**config.mk**
```make
export PLATFORM = sky130hd
export DESIGN_NAME = nand_addr_seq
export DESIGN_NICKNAME = d
export VERILOG_FILES = /design/src/rtl/nand_addr_pkg.sv /design/src/rtl/nand_addr_plan.sv /design/src/rtl/nand_addr_mux.sv /design/src/rtl/nand_addr_seq.sv
export SDC_FILE = /design/constraint.sdc
export NUM_CORES = 1
export LEC_CHECK = 0
export ABC_AREA = 1
export BUFFER_PORTS_ARGS = -buffer_cell sky130_fd_sc_hd__buf_4
export CAP_MARGIN = 10
export CORE_MARGIN = 2
export CORE_UTILIZATION = 40
export DETAILED_ROUTE_END_ITERATION = 10
export SLEW_MARGIN = 20
export SYNTH_ARGS = -nofsm -noshare
export SYNTH_HDL_FRONTEND = slang
export SYNTH_SLANG_ARGS = --single-unit
```
**constraint.sdc**
```tcl
create_clock -name clk -period 2.5 [get_ports clk]
set_clock_uncertainty 0.2 [all_clocks]
set_input_delay 0.375 -clock clk [delete_from_list [all_inputs] [get_ports clk]]
set_output_delay 0.375 -clock clk [all_outputs]
set_load 0.05 [all_outputs]
```
**src/rtl/nand_addr_pkg.sv**
```systemverilog
// Package: shared slot encoding for the address sequencer.
// Assumes at most two column slots and three page slots per request.
package nand_addr_pkg;
    localparam int SLOT_W = 3;
    typedef enum logic [SLOT_W-1:0] {
        SLOT_COL0  = 3'd0,
        SLOT_COL1  = 3'd1,
        SLOT_PAGE0 = 3'd2,
        SLOT_PAGE1 = 3'd3,
        SLOT_PAGE2 = 3'd4
    } slot_t;
endpackage

```
**src/rtl/nand_addr_plan.sv**
```systemverilog
// Module: nand_addr_plan
// Purely combinational. From one request and the configuration it derives
// the first slot, the final slot, and whether any byte goes out at all.
// Assumes the slots run in the order COL0, COL1, PAGE0, PAGE1, PAGE2, and
// that unused slots are skipped by starting late or stopping early.
module nand_addr_plan
    import nand_addr_pkg::*;
(
    input  logic  column,
    input  logic  page_vld,
    input  logic  large_page,
    input  logic  cap_ge_64m,
    input  logic  cap_ge_256m,
    output slot_t first_slot,
    output slot_t final_slot,
    output logic  empty
);
    logic three_page;

    // Select the capacity threshold that applies to the chosen page geometry.
    always_comb begin
        three_page = large_page ? cap_ge_256m : cap_ge_64m;
    end

    // Work out where the sequence starts and where it ends.
    always_comb begin
        empty      = !column && !page_vld;
        first_slot = column ? SLOT_COL0 : SLOT_PAGE0;
        if (page_vld)
            final_slot = three_page ? SLOT_PAGE2 : SLOT_PAGE1;
        else
            final_slot = large_page ? SLOT_COL1 : SLOT_COL0;
    end
endmodule

```
**src/rtl/nand_addr_mux.sv**
```systemverilog
// Module: nand_addr_mux
// Combinational byte selector: column slots give zero, page slots give one
// byte lane of the latched page address, chosen in a generate loop.
// Assumes PAGE_W is at least 24 so that all three lanes exist.
module nand_addr_mux
    import nand_addr_pkg::*;
#(
    parameter int PAGE_W = 24
) (
    input  slot_t             slot,
    input  logic [PAGE_W-1:0] page,
    output logic [7:0]        byte_out
);
    localparam int LANES = 3;
    logic [7:0] lane [LANES];

    for (genvar g = 0; g < LANES; g++) begin : g_lane
        assign lane[g] = page[g*8 +: 8];
    end

    // Map the current slot to its address byte.
    always_comb begin
        case (slot)
            SLOT_PAGE0: byte_out = lane[0];
            SLOT_PAGE1: byte_out = lane[1];
            SLOT_PAGE2: byte_out = lane[2];
            default:    byte_out = 8'h00;
        endcase
    end
endmodule

```
**src/rtl/nand_addr_seq.sv**
```systemverilog
// Module: nand_addr_seq (top)
// Accepts a request when idle, latches the request and the configuration,
// then walks the slots from the first one to the final one. Each byte goes
// out on a valid/ready handshake, and done pulses one cycle after the last
// handshake, or one cycle after an empty request is accepted.
// Assumes the bus engine holds out_ready independent of out_valid.
module nand_addr_seq
    import nand_addr_pkg::*;
#(
    parameter int PAGE_W = 24
) (
    input  logic              clk,
    input  logic              rst_n,
    input  logic              req_valid,
    output logic              req_ready,
    input  logic              req_column,
    input  logic              req_page_vld,
    input  logic [PAGE_W-1:0] req_page,
    input  logic              large_page,
    input  logic              cap_ge_64m,
    input  logic              cap_ge_256m,
    output logic              out_valid,
    input  logic              out_ready,
    output logic [7:0]        out_byte,
    output logic              out_last,
    output logic              done
);
    slot_t             plan_first, plan_final;
    logic              plan_empty;
    slot_t             cur_slot, end_slot;
    logic [PAGE_W-1:0] page_q;
    logic              large_q;
    logic              busy;
    logic              fire;
    logic              accept;

    nand_addr_plan u_plan (
        .column      (req_column),
        .page_vld    (req_page_vld),
        .large_page  (large_page),
        .cap_ge_64m  (cap_ge_64m),
        .cap_ge_256m (cap_ge_256m),
        .first_slot  (plan_first),
        .final_slot  (plan_final),
        .empty       (plan_empty)
    );

    nand_addr_mux #(.PAGE_W(PAGE_W)) u_mux (
        .slot     (cur_slot),
        .page     (page_q),
        .byte_out (out_byte)
    );

    assign req_ready = !busy;
    assign accept    = req_valid && req_ready;
    assign out_valid = busy;
    assign fire      = busy && out_ready;
    assign out_last  = busy && (cur_slot == end_slot);

    // Sequencer state: latch the request on accept, step on each handshake.
    always_ff @(posedge clk) begin
        if (!rst_n) begin
            busy     <= 1'b0;
            cur_slot <= SLOT_COL0;
            end_slot <= SLOT_COL0;
            page_q   <= '0;
            large_q  <= 1'b0;
            done     <= 1'b0;
        end else begin
            done <= 1'b0;
            if (accept) begin
                page_q   <= req_page;
                large_q  <= large_page;
                cur_slot <= plan_first;
                end_slot <= plan_final;
                busy     <= !plan_empty;
                done     <= plan_empty;
            end else if (fire) begin
                if (cur_slot == end_slot) begin
                    busy <= 1'b0;
                    done <= 1'b1;
                end else if (cur_slot == SLOT_COL0 && !large_q) begin
                    cur_slot <= SLOT_PAGE0;
                end else begin
                    cur_slot <= slot_t'(cur_slot + 3'd1);
                end
            end
        end
    end

    // Stall holds the presented byte and flag steady.
    p_stall_hold_r7: assert property (@(posedge clk) disable iff (!rst_n)
        out_valid && !out_ready |=> out_valid && $stable(out_byte) && $stable(out_last));

    // Done is a single-cycle pulse.
    p_done_pulse_r8: assert property (@(posedge clk) disable iff (!rst_n)
        done |=> !done);

    // Last accepted byte leads to done on the next cycle.
    p_last_done_r8: assert property (@(posedge clk) disable iff (!rst_n)
        out_valid && out_ready && out_last |=> done && !out_valid);

    // Column slots always carry zero.
    p_col_zero_r2: assert property (@(posedge clk) disable iff (!rst_n)
        out_valid && (cur_slot == SLOT_COL0 || cur_slot == SLOT_COL1) |-> out_byte == 8'h00);

    // No request is taken while bytes are pending.
    p_ready_idle_r9: assert property (@(posedge clk) disable iff (!rst_n)
        out_valid |-> !req_ready);
endmodule

```
After elaboration in Yosys (flattened, before gate mapping). Cells that the tools add are included.

Bits in registers: 33. Word-level logic and storage cells: 43. Input port bits: 33.

Reduce and logical (&&, ||, !) cells: 15. Equal/unequal tests: 5. Mux-type cells: 16. Add/sub/neg operators: 1.

Operators by type and width (number): 8-bit case mux with 3 select lines (1); 3-bit two-way mux (6); 1-bit two-way mux (8); 3-bit by 2-bit == test with 1-bit output (second input constant) (2); 1-bit logical AND (5); 1-bit logical NOT (5); 2-bit AND reduction (2); 2-bit nonzero test (2); 3-bit by 1-bit adder with 3-bit output (second input constant) (1); 3-bit == test (1); 3-bit == test (second input constant) (1); 3-bit logical NOT (1); 2-bit two-way mux (1); 2-bit != test (second input constant) (1).

Longest topological paths before layout. Gate-level depths: netlist (run 1).

Depth after elaboration: 6. Mapped depth: 8. Gate-level depth less buffers: 8.

Hierarchy. Synthesis (run 1) repeated with hierarchy kept, for this count alone.

Cells, all modules: 241. Area, all modules: 1701.6 um2.

By module, submodules not included: nand_addr_seq (times used 1, area an instance 1365.1 um2, cells each 187); nand_addr_mux (times used 1, area an instance 266.5 um2, cells each 40); nand_addr_plan (times used 1, area an instance 70.1 um2, cells each 14).

Worst setup path before layout (run 1). OpenSTA, ideal clock, no wires.

Kind: register -> output. Start: register busy, in the netlist out_valid. End: output port out_last. Path buffers: 0. Required time: 1.925 ns. Data arrival time: 1.888 ns. Setup slack: 0.037 ns. Stages on the path, launching flop included: 3. Cell sequence: dfxtp_1 inv_1 nor2_1.

Longest elaborated chain between the ends: 1.

RTL lines: start: declaration (line nand_addr_seq.sv:33) `logic busy;`; start signal: assignment (line nand_addr_seq.sv:76) `busy <= !plan_empty;`; 1-bit logical AND (line nand_addr_seq.sv:58) `assign out_last = busy && (cur_slot == end_slot);`; end: declaration (line nand_addr_seq.sv:25) `output logic out_last,`.

Every way passes these cells.

Final worst setup path (run 1).
Start: register cur_slot[1]. End: output port out_byte[0].

Longest elaborated chain between the ends: 2.

RTL lines: start: declaration (line nand_addr_seq.sv:30) `slot_t cur_slot, end_slot;`; start signal: assignment (line nand_addr_seq.sv:74) `cur_slot <= plan_first;`; start signal: assignment (line nand_addr_seq.sv:85) `cur_slot <= slot_t'(cur_slot + 3'd1);`; 3-bit == test / 3-bit by 2-bit == test with 1-bit output (equally long branches) (line nand_addr_mux.sv:23) `case (slot)`; 8-bit case mux with 3 select lines * (line nand_addr_mux.sv:23); end: declaration (line nand_addr_seq.sv:24) `output logic [7:0] out_byte,`.

Mark *: on every way between the ends. The rest lies on a longest branch, timed or not.

==> flow_metrics.tcl, run 1 <==
set metrics [dict create \
    avgSynthCellArea_um2 6.85 \
    nets 305 \
    syn_inst 225 \
    cts.sinks 33 \
    setup_tns_ns 0 \
    leakagePower_nw 0.998 \
    ant_nets 0 \
    grt_pass1_wl_mm 6.19 \
    multiInputGateArea_um2 722 \
    overflow 0 \
    status "complete, no violations" \
    postSynthNetCount 262 \
    hp-class "input port to flop" \
    synth_sequential_area_ratio_pct 42.9 \
    hold_viol_final 0 \
    clk_latency_ns 0.28 \
    drtIter0Drc 116 \
    num_vias 1473 \
    crit_start "cur_slot[1]" \
    dpl.cell_count 309 \
    final_common_cell "buf_4" \
    final-seq-area_um2 662 \
    powerDensity_nw_per_um2 648 \
    vias_per_cell 4.65 \
    post_drt_wl_per_cell_um 11.0 \
    worst_pin_slew_ns 0.608 \
    worstPathArrival_ns 1.66 \
    port_buffers 44 \
    synth-async-reset-ratio_pct 0 \
    reg2reg_depth 6 \
    antenna_cells 0 \
    finalNonFillerCells 317 \
    place.gp.congestion 0.808 \
    vdd_drop_max_v 0.000347 \
    die_area_um2 4360 \
    clock_path_buffers 2 \
    worst_slew_margin_rel_pct 59.4 \
    ys_seq_elements 33 \
    die_x_um 66.1 \
    yosys_warnings 0 \
    grt_pass1_vias 1425 \
    synth_cell_type_count 19 \
    antenna_found_initial 0 \
    period_needed_ns 2.24 \
    cts_max_level 2 \
    worstPathRequired_ns 1.92 \
    setup_viol 0 \
    fmax_ghz 0.447 \
    final_max_slew_viol_count 0 \
    track_usage_pct 18.6 \
    synth-edff-count 0 \
    initial_utilization_pct 41.8 \
    synth_ff_type "dfxtp_1" \
    r2r-start "out_valid" \
    fin_crit_sh_pct 89.5 \
    clkTransAtPathRegs_ns 0.07 \
    min_delay_path_depth 3 \
    critPathKind "flop to output port" \
    ioPinCount 45 \
    drt-total-wl_mm 3.47 \
    cts_root_buf "clkbuf_8" \
    cts_tree "done" \
    netlist_area_um2 1540 \
    final_cell_mix "buf_4 (45), o21ai_0 (40), nor2_1 (36)" \
    rows 22 \
    syn2layout_area_growth_pct 31.5 \
    drv_cap 0 \
    die_h_um 66.1 \
    dp.final_hpwl_mm 2.52 \
    worstHoldStart "req_page[14]" \
    drc_errors 0 \
    numCtsBuffers 5 \
    cp-start-kind "flop" \
    endpoint_kind "output port" \
    core_area_um2 3690 \
    grt_max_degree 44 \
    layout-drive-gt1-share_pct 22.7 \
    postCtsSetupBuffers 0 \
    crit_fanout 8 \
    nFillCells 388 \
    firstDrtPassIters 4 \
    hold_buffers 0 \
    rsz0062_at_grt "false" \
]
==> cells in the mapped netlist (2+ instances only) <==
cell type  number  area share [%]
a21oi_1        19             6.2
a22oi_1         2            0.97
buf_2           4             1.3
clkbuf_1        4            0.97
dfxtp_1        33              43
ha_1            4             3.2
inv_1          32             7.8
inv_2           2            0.49
nand2_1        36             8.8
nand3_1         5             1.6
nor2_1         36             8.8
o21ai_0        41              13
==> final timing paths <==
check                                    to  slack, ns
worst max-delay path            out_byte[0]       0.26
worst min-delay path             page_q[14]       0.11
worst max register to register  cur_slot[1]       0.83
worst min register to register   page_q[22]       0.25
==> cells by family (layout without fill, tap and decap cells) <==
logic type / Yosys count / after routing / share of synthesized area (%)
compound gates: 64 / 64 / 21.4
xor+xnor: 1 / 1 / 0.569
flops: 33 / 33 / 42.9
fa+ha+maj: 4 / 4 / 3.25
simple gates: 80 / 80 / 21.0
buf+inv: 43 / 87 / 10.9
==> cell type report <==
| type | instances | share of cell area [%] |
|---|---|---|
| Clock inverter | 1 | 1.48 |
| Clock buffer | 7 | 4.26 |
| Timing Repair Buffer | 45 | 16.7 |
| Tap cell | 48 | 2.96 |
| Sequential cell | 33 | 32.7 |
| Multi-Input combinational cell | 149 | 35.6 |
| Inverter | 34 | 6.30 |
==> sequential cells by signal (all words and copies together) (netlist names) <==
signal and flops:
cur_slot 3, done 1, end_slot 3, large_q 1
out_valid 1, page_q 24
==> layer usage <==
layer | share of wire (%) | track usage, % | wire (um)
met1 | 45 | 22.1 | 1570
met2 | 47 | 31.9 | 1640
met3 | 6.5 | 5.11 | 225
met4 | 1.2 | 6.89 | 42
met5 | 0 | 0 | 0
==> worst max-delay path: stages, from the launching register on <==
cell     delay [ns]
dfxtp_1        0.39
inv_1          0.08
ha_1           0.21
nand2_2        0.14
nand2_2        0.13
a22oi_1        0.20
inv_1          0.06
buf_4          0.19
==> stage by stage <==
stage          power (mW)  instance area (um^2)  setup WS (ns)  utilization, %  hold slack [ns]
2_1_floorplan       0.736                  1540         0.0369               -            0.224
3_3_place_gp        0.817                  1900          0.452            51.5            0.241
3_5_place_dp        0.816                  1900          0.385            51.5            0.243
4_1_cts              1.32                  2010         0.0847            54.6            0.111
5_1_grt              1.39                  2030         0.0588            54.9            0.116
6_report             1.31                  2030          0.262            54.9            0.112
==> what timing repair did <==
item,CTS,global route
hold endpoints to repair,0,0
gates resized for setup,0,6
setup endpoints to repair,0,8
==> power breakdown <==
part           leakage, nW  internal, mW  switching [mW]  total [mW]
sequential           0.273         0.568          0.0214       0.590
clock               0.0585         0.325           0.184       0.508
combinational        0.666        0.0861           0.129       0.215
total                0.998         0.979           0.334        1.31
Note: power is estimated with default switching activity, not from simulation.
==> inputs of run 2 (changes only) <==
- RECOVER_POWER: unset -> 50
- TNS_END_PERCENT: unset -> 5
==> run 2 against run 1 <==
Hold slack is essentially flat. Register-to-register slack lost 0.40 ns. Global-route usage is the same. Via count grew 0.34%. Critical path depth is the same. Sequential share of layout area grew 0.24 points. Worst setup slack lost 0.0046 ns. Die area is the same. Largest power group unchanged. Highest routed layer unchanged.
==> flow_metrics.tcl, run 2 (synthesis gave the netlist of run 1 again) <==
set metrics [dict create \
    firstDrtPassIters 4 \
    drt-total-wl_mm 3.48 \
    grt_pass1_wl_mm 6.19 \
    die_h_um 66.1 \
    final_max_slew_viol_count 0 \
    dp.final_hpwl_mm 2.52 \
    port_buffers 44 \
    layout-drive-gt1-share_pct 20.4 \
    finalWorstSetupSlack_ns 0.257 \
    cts.sinks 33 \
    largest_reg_flops 24 \
    clkPwrFrac_pct 38.9 \
    hold_viol_final 0 \
    worst_pin_slew_ns 1.12 \
    crit_fanout 8 \
    p_sw_uw 334 \
    clkTransAtPathRegs_ns 0.07 \
    endpoint_kind "output port" \
    p_sw_share_pct 25.5 \
    numCtsBuffers 5 \
    rows 22 \
    cts_root_buf "clkbuf_8" \
    fin_crit_sh_pct 89.7 \
    drc_errors 0 \
    p_seq_share_pct 45.0 \
    setup_viol 0 \
    hold_buffers 0 \
    die_x_um 66.1 \
    final_common_cell "buf_4" \
    clock_path_buffers 2 \
    clk_latency_ns 0.28 \
    track_usage_pct 18.6 \
    status "complete, no violations" \
    antenna_found_initial 0 \
    post_drt_wl_per_cell_um 11.0 \
    top_register "page_q" \
    vias_per_cell 4.66 \
    reg_top3 "page_q: 24 flops, cur_slot: 3 flops, end_slot: 3 flops" \
    syn2layout_area_growth_pct 30.5 \
    grt_pass1_vias 1425 \
    worstPathArrival_ns 1.67 \
    setup_tns_ns 0 \
    worstPathRequired_ns 1.92 \
    grt_max_degree 44 \
    nets 305 \
    critPathKind "flop to output port" \
    ioPinCount 45 \
    drtIter0Drc 117 \
    vdd_drop_max_v 0.000342 \
    cts_max_level 2 \
    fmax_ghz 0.446 \
    ant_nets 0 \
    p_int_uw 975 \
    drv_cap 0 \
    power_frac_comb_pct 16.1 \
    final_cell_mix "buf_4 (41), o21ai_0 (40), nor2_1 (36)" \
    rsz0062_at_grt "false" \
    powerDensity_nw_per_um2 651 \
    initial_utilization_pct 41.8 \
    place.gp.congestion 0.808 \
    antenna_cells 0 \
    worst_slew_margin_rel_pct 25.3 \
    hp-class "input port to flop" \
    cp-start-kind "flop" \
    period_needed_ns 2.24 \
    leakagePower_nw 0.983 \
    nFillCells 394 \
    cts_tree "done" \
    num_vias 1478 \
    dpl_worst_slack_ns 0.385 \
    die_area_um2 4360 \
    core_area_um2 3690 \
    overflow 0 \
]
==> run 2: cell count changes in the layout (fill, tap and decap cells not counted), sizes merged <==
| cell | previous run | this run |
|---|---|---|
| clkbuf | 7 | 11 |
| buf | 45 | 41 |
==> run 2: repair_timing <==
item	4_1_cts	5_1_grt
setup endpoints to repair	0	8
resized for setup	0	6
setup buffers	0	0
==> run 2: layout make-up <==
cell class	instances	area (um^2)	area share, %
inverter	34	128	6.35
clock inverter	1	30.0	1.49
clock buffer	7	86.3	4.29
multi-input combinational	149	722	35.9
tap	48	60.1	2.99
timing repair buffer	45	323	16.1
sequential	33	662	32.9
==> run 2: final timing paths <==
check / startpoint / end / slack (ns) / depth (start not counted)
hold reg to reg: page_q[22] / page_q[22] / 0.25 / 2
setup / recovery: cur_slot[1] / out_byte[0] / 0.26 / 7
setup reg to reg: out_valid / cur_slot[1] / 0.43 / 6
hold / removal: req_page[14] / page_q[14] / 0.11 / 3
==> run 2: power by group through the flow <==
stage	Sequential, mW	Clock (mW)	Combinational (mW)
floorplan	0.602	0	0.134
global placement	0.602	0	0.215
detailed placement	0.601	0	0.215
CTS	0.590	0.516	0.216
global route	0.595	0.552	0.244
finish	0.590	0.509	0.211
==> run 2: metrics by stage <==
stage | cell area, um^2 | hold WS, ns | total power [mW] | std cells | util, %
3_5_place_dp | 1900 | 0.243 | 0.816 | 309 | 51.5
5_1_grt | 2010 | 0.116 | 1.39 | 317 | 54.5
2_1_floorplan | 1540 | 0.224 | 0.736 | 225 | -
4_1_cts | 2010 | 0.111 | 1.32 | 317 | 54.6
3_3_place_gp | 1900 | 0.241 | 0.817 | 309 | 51.5
6_report | 2010 | 0.112 | 1.31 | 317 | 54.5
==> run 2: worst max-delay path, stage by stage (launching register included) <==
cell and delay [ns]:
dfxtp_1 0.39, inv_1 0.08, ha_1 0.21, nand2_2 0.14, nand2_2 0.13, a22oi_1 0.20
inv_1 0.06, buf_4 0.19
==> run 2: routing by layer <==
layer	GRT usage (%)	vias up	wire [um]
met4	6.89	0	42
met1	22.1	637	1580
li1	-	799	-
met3	5.11	4	210
met2	31.9	38	1650
met5	0	-	0
==> inputs of run 3 (changes only) <==
- CELL_PAD_IN_SITES_DETAIL_PLACEMENT: unset -> 0
- CELL_PAD_IN_SITES_GLOBAL_PLACEMENT: unset -> 1
- CORE_UTILIZATION: 40 -> 38
- PLACE_DENSITY_LB_ADDON: unset -> 0.1
==> run 3 against run 2 <==
Via count rose by 0.61%. Non-clock buffer count up 2. Register-to-register slack gained 0.14 ns. Utilization shrank 4.0 points. Hold slack got worse by 0.0013 ns. Cell count increased by 1.3%. Fmax fell by 1.7%. Power down 9.2%. Critical endpoint is now out_byte[2]. Largest power group unchanged.
==> flow_metrics.tcl, run 3 (synthesis gave the netlist of run 1 again) <==
set metrics [dict create \
    status "complete, no violations" \
    clkTransAtPathRegs_ns 0.07 \
    clock_path_buffers 2 \
    multiInputGateArea_um2 719 \
    die_h_um 67.7 \
    cp-endpoint "out_byte[2]" \
    crit_path_top_delay_cell "dfxtp_1" \
    p_int_uw 846 \
    endpoint_kind "output port" \
    p_sw_uw 343 \
    p_seq_share_pct 49.5 \
    crit_fanout 8 \
    cts.sinks 33 \
    antenna_found_initial 0 \
    die_x_um 67.7 \
    reg2reg_depth 6 \
    rows 23 \
    power_frac_comb_pct 18.2 \
    place.gp.congestion 0.837 \
    rsz0062_at_grt "false" \
    reg_top3 "page_q: 24 flops, cur_slot: 3 flops, end_slot: 3 flops" \
    core_area_um2 3940 \
    grt_pass1_vias 1335 \
    cts_tree "done" \
    drc_errors 0 \
    clk_latency_ns 0.29 \
    timing.rr.end "cur_slot[1]" \
    period_needed_ns 2.28 \
    post_drt_wl_per_cell_um 11.0 \
    worst_slew_margin_rel_pct 39.8 \
    final_cell_mix "buf_4 (43), o21ai_0 (40), nor2_1 (36)" \
    setup_viol 0 \
    grt_pass1_wl_mm 5.89 \
    dpl.cell_count 313 \
    ctsResizeCount 0 \
    crit_buf_inv 2 \
    largest_reg_flops 24 \
    cts_root_buf "clkbuf_8" \
    grt_max_degree 33 \
    critPathKind "flop to output port" \
    clkPwrFrac_pct 32.3 \
    postCtsSetupBuffers 0 \
    cts_max_level 2 \
    antenna_cells 0 \
    vias_per_cell 4.63 \
    syn2layout_area_growth_pct 29.3 \
    crit_chain "ha_1 -> ha_1 -> nand2_1 -> o21ai_0 -> o21ai_0 -> inv_1 -> buf_4" \
    fin_crit_sh_pct 91.3 \
    num_vias 1487 \
    final_max_slew_viol_count 0 \
    hp-class "input port to flop" \
    fmax_ghz 0.438 \
    ioPinCount 45 \
    drt-total-wl_mm 3.55 \
    final-seq-area_um2 662 \
    worstPathRequired_ns 1.92 \
    nets 307 \
    hold_buffers 0 \
    port_buffers 44 \
    hold_viol_final 0 \
    r2r-start "out_valid" \
    cp-start-kind "flop" \
    ant_nets 0 \
    worstPathArrival_ns 1.71 \
    numCtsBuffers 5 \
    crit_start "cur_slot[1]" \
    r2r_slack_ns 0.57 \
    leakagePower_nw 0.980 \
    top_register "page_q" \
    dp.final_hpwl_mm 2.61 \
    cp_top_family "adder cells" \
    p_sw_share_pct 28.9 \
    die_area_um2 4580 \
    setup_tns_ns 0 \
    final_common_cell "buf_4" \
    initial_utilization_pct 39.1 \
    powerDensity_nw_per_um2 597 \
    drv_cap 0 \
    layout-drive-gt1-share_pct 21.0 \
    slowest_delay_ns 0.35 \
    overflow 0 \
    nFillCells 418 \
    finalNonFillerCells 321 \
    vdd_drop_max_v 0.000336 \
    firstDrtPassIters 4 \
    track_usage_pct 17.7 \
    drtIter0Drc 36 \
    power_mw 1.19 \
    worst-path-stages 7 \
    worst_pin_slew_ns 0.901 \
]
-- run 3: worst min-delay path by stage --
stage                     slack (ns)  cells after the start          from         end
after global routing            0.10                      3   req_page[4]   page_q[4]
after detailed placement        0.24                      2    page_q[21]  page_q[21]
after global placement          0.24                      2    page_q[22]  page_q[22]
final                           0.11                      3  req_page[12]  page_q[12]
after floorplan                 0.22                      2    page_q[17]  page_q[17]
after CTS                       0.11                      3   req_page[9]   page_q[9]
-- run 3: area by class of cell --
class,count,share of cell area [%]
Clock inverter,2,0.503
Tap cell,50,3.14
Multi-Input combinational cell,149,36.1
Inverter,34,6.41
Sequential cell,33,33.2
Clock buffer,6,3.64
Timing Repair Buffer,47,17.0
-- run 3: power groups by stage --
| stage | clock, mW | sequential, mW | combinational (mW) |
|---|---|---|---|
| final | 0.384 | 0.589 | 0.216 |
| after global routing | 0.423 | 0.594 | 0.245 |
| after CTS | 0.395 | 0.589 | 0.223 |
| after detailed placement | 0 | 0.601 | 0.222 |
| after global placement | 0 | 0.601 | 0.222 |
| after floorplan | 0 | 0.602 | 0.134 |
-- run 3: stage by stage --
step	cell area, um^2	worst slack [ns]	util, %	hold slack (ns)
finish	1990	0.218	50.5	0.111
global route	1990	0.0489	50.5	0.102
CTS	2000	0.0785	50.7	0.108
detailed placement	1920	0.394	48.6	0.244
global placement	1920	0.461	48.6	0.242
floorplan	1540	0.0369	-	0.224
-- run 3: layer usage --
metal	global-route usage (%)	part of all wire [%]	up-vias
met2	27.1	43	29
met1	22.5	50	646
li1	-	-	807
met3	6.67	5.2	5
met5	0	0	-
met4	6.89	1.7	0
-- run 3: worst register-to-register path, cell delays in order, from the launching register on --
cell and delay, ns:
dfxtp_1 0.43, nor2_4 0.06, inv_1 0.65, o21ai_0 0.26, nand2_1 0.11, a21oi_1 0.04
nor2_1 0.12
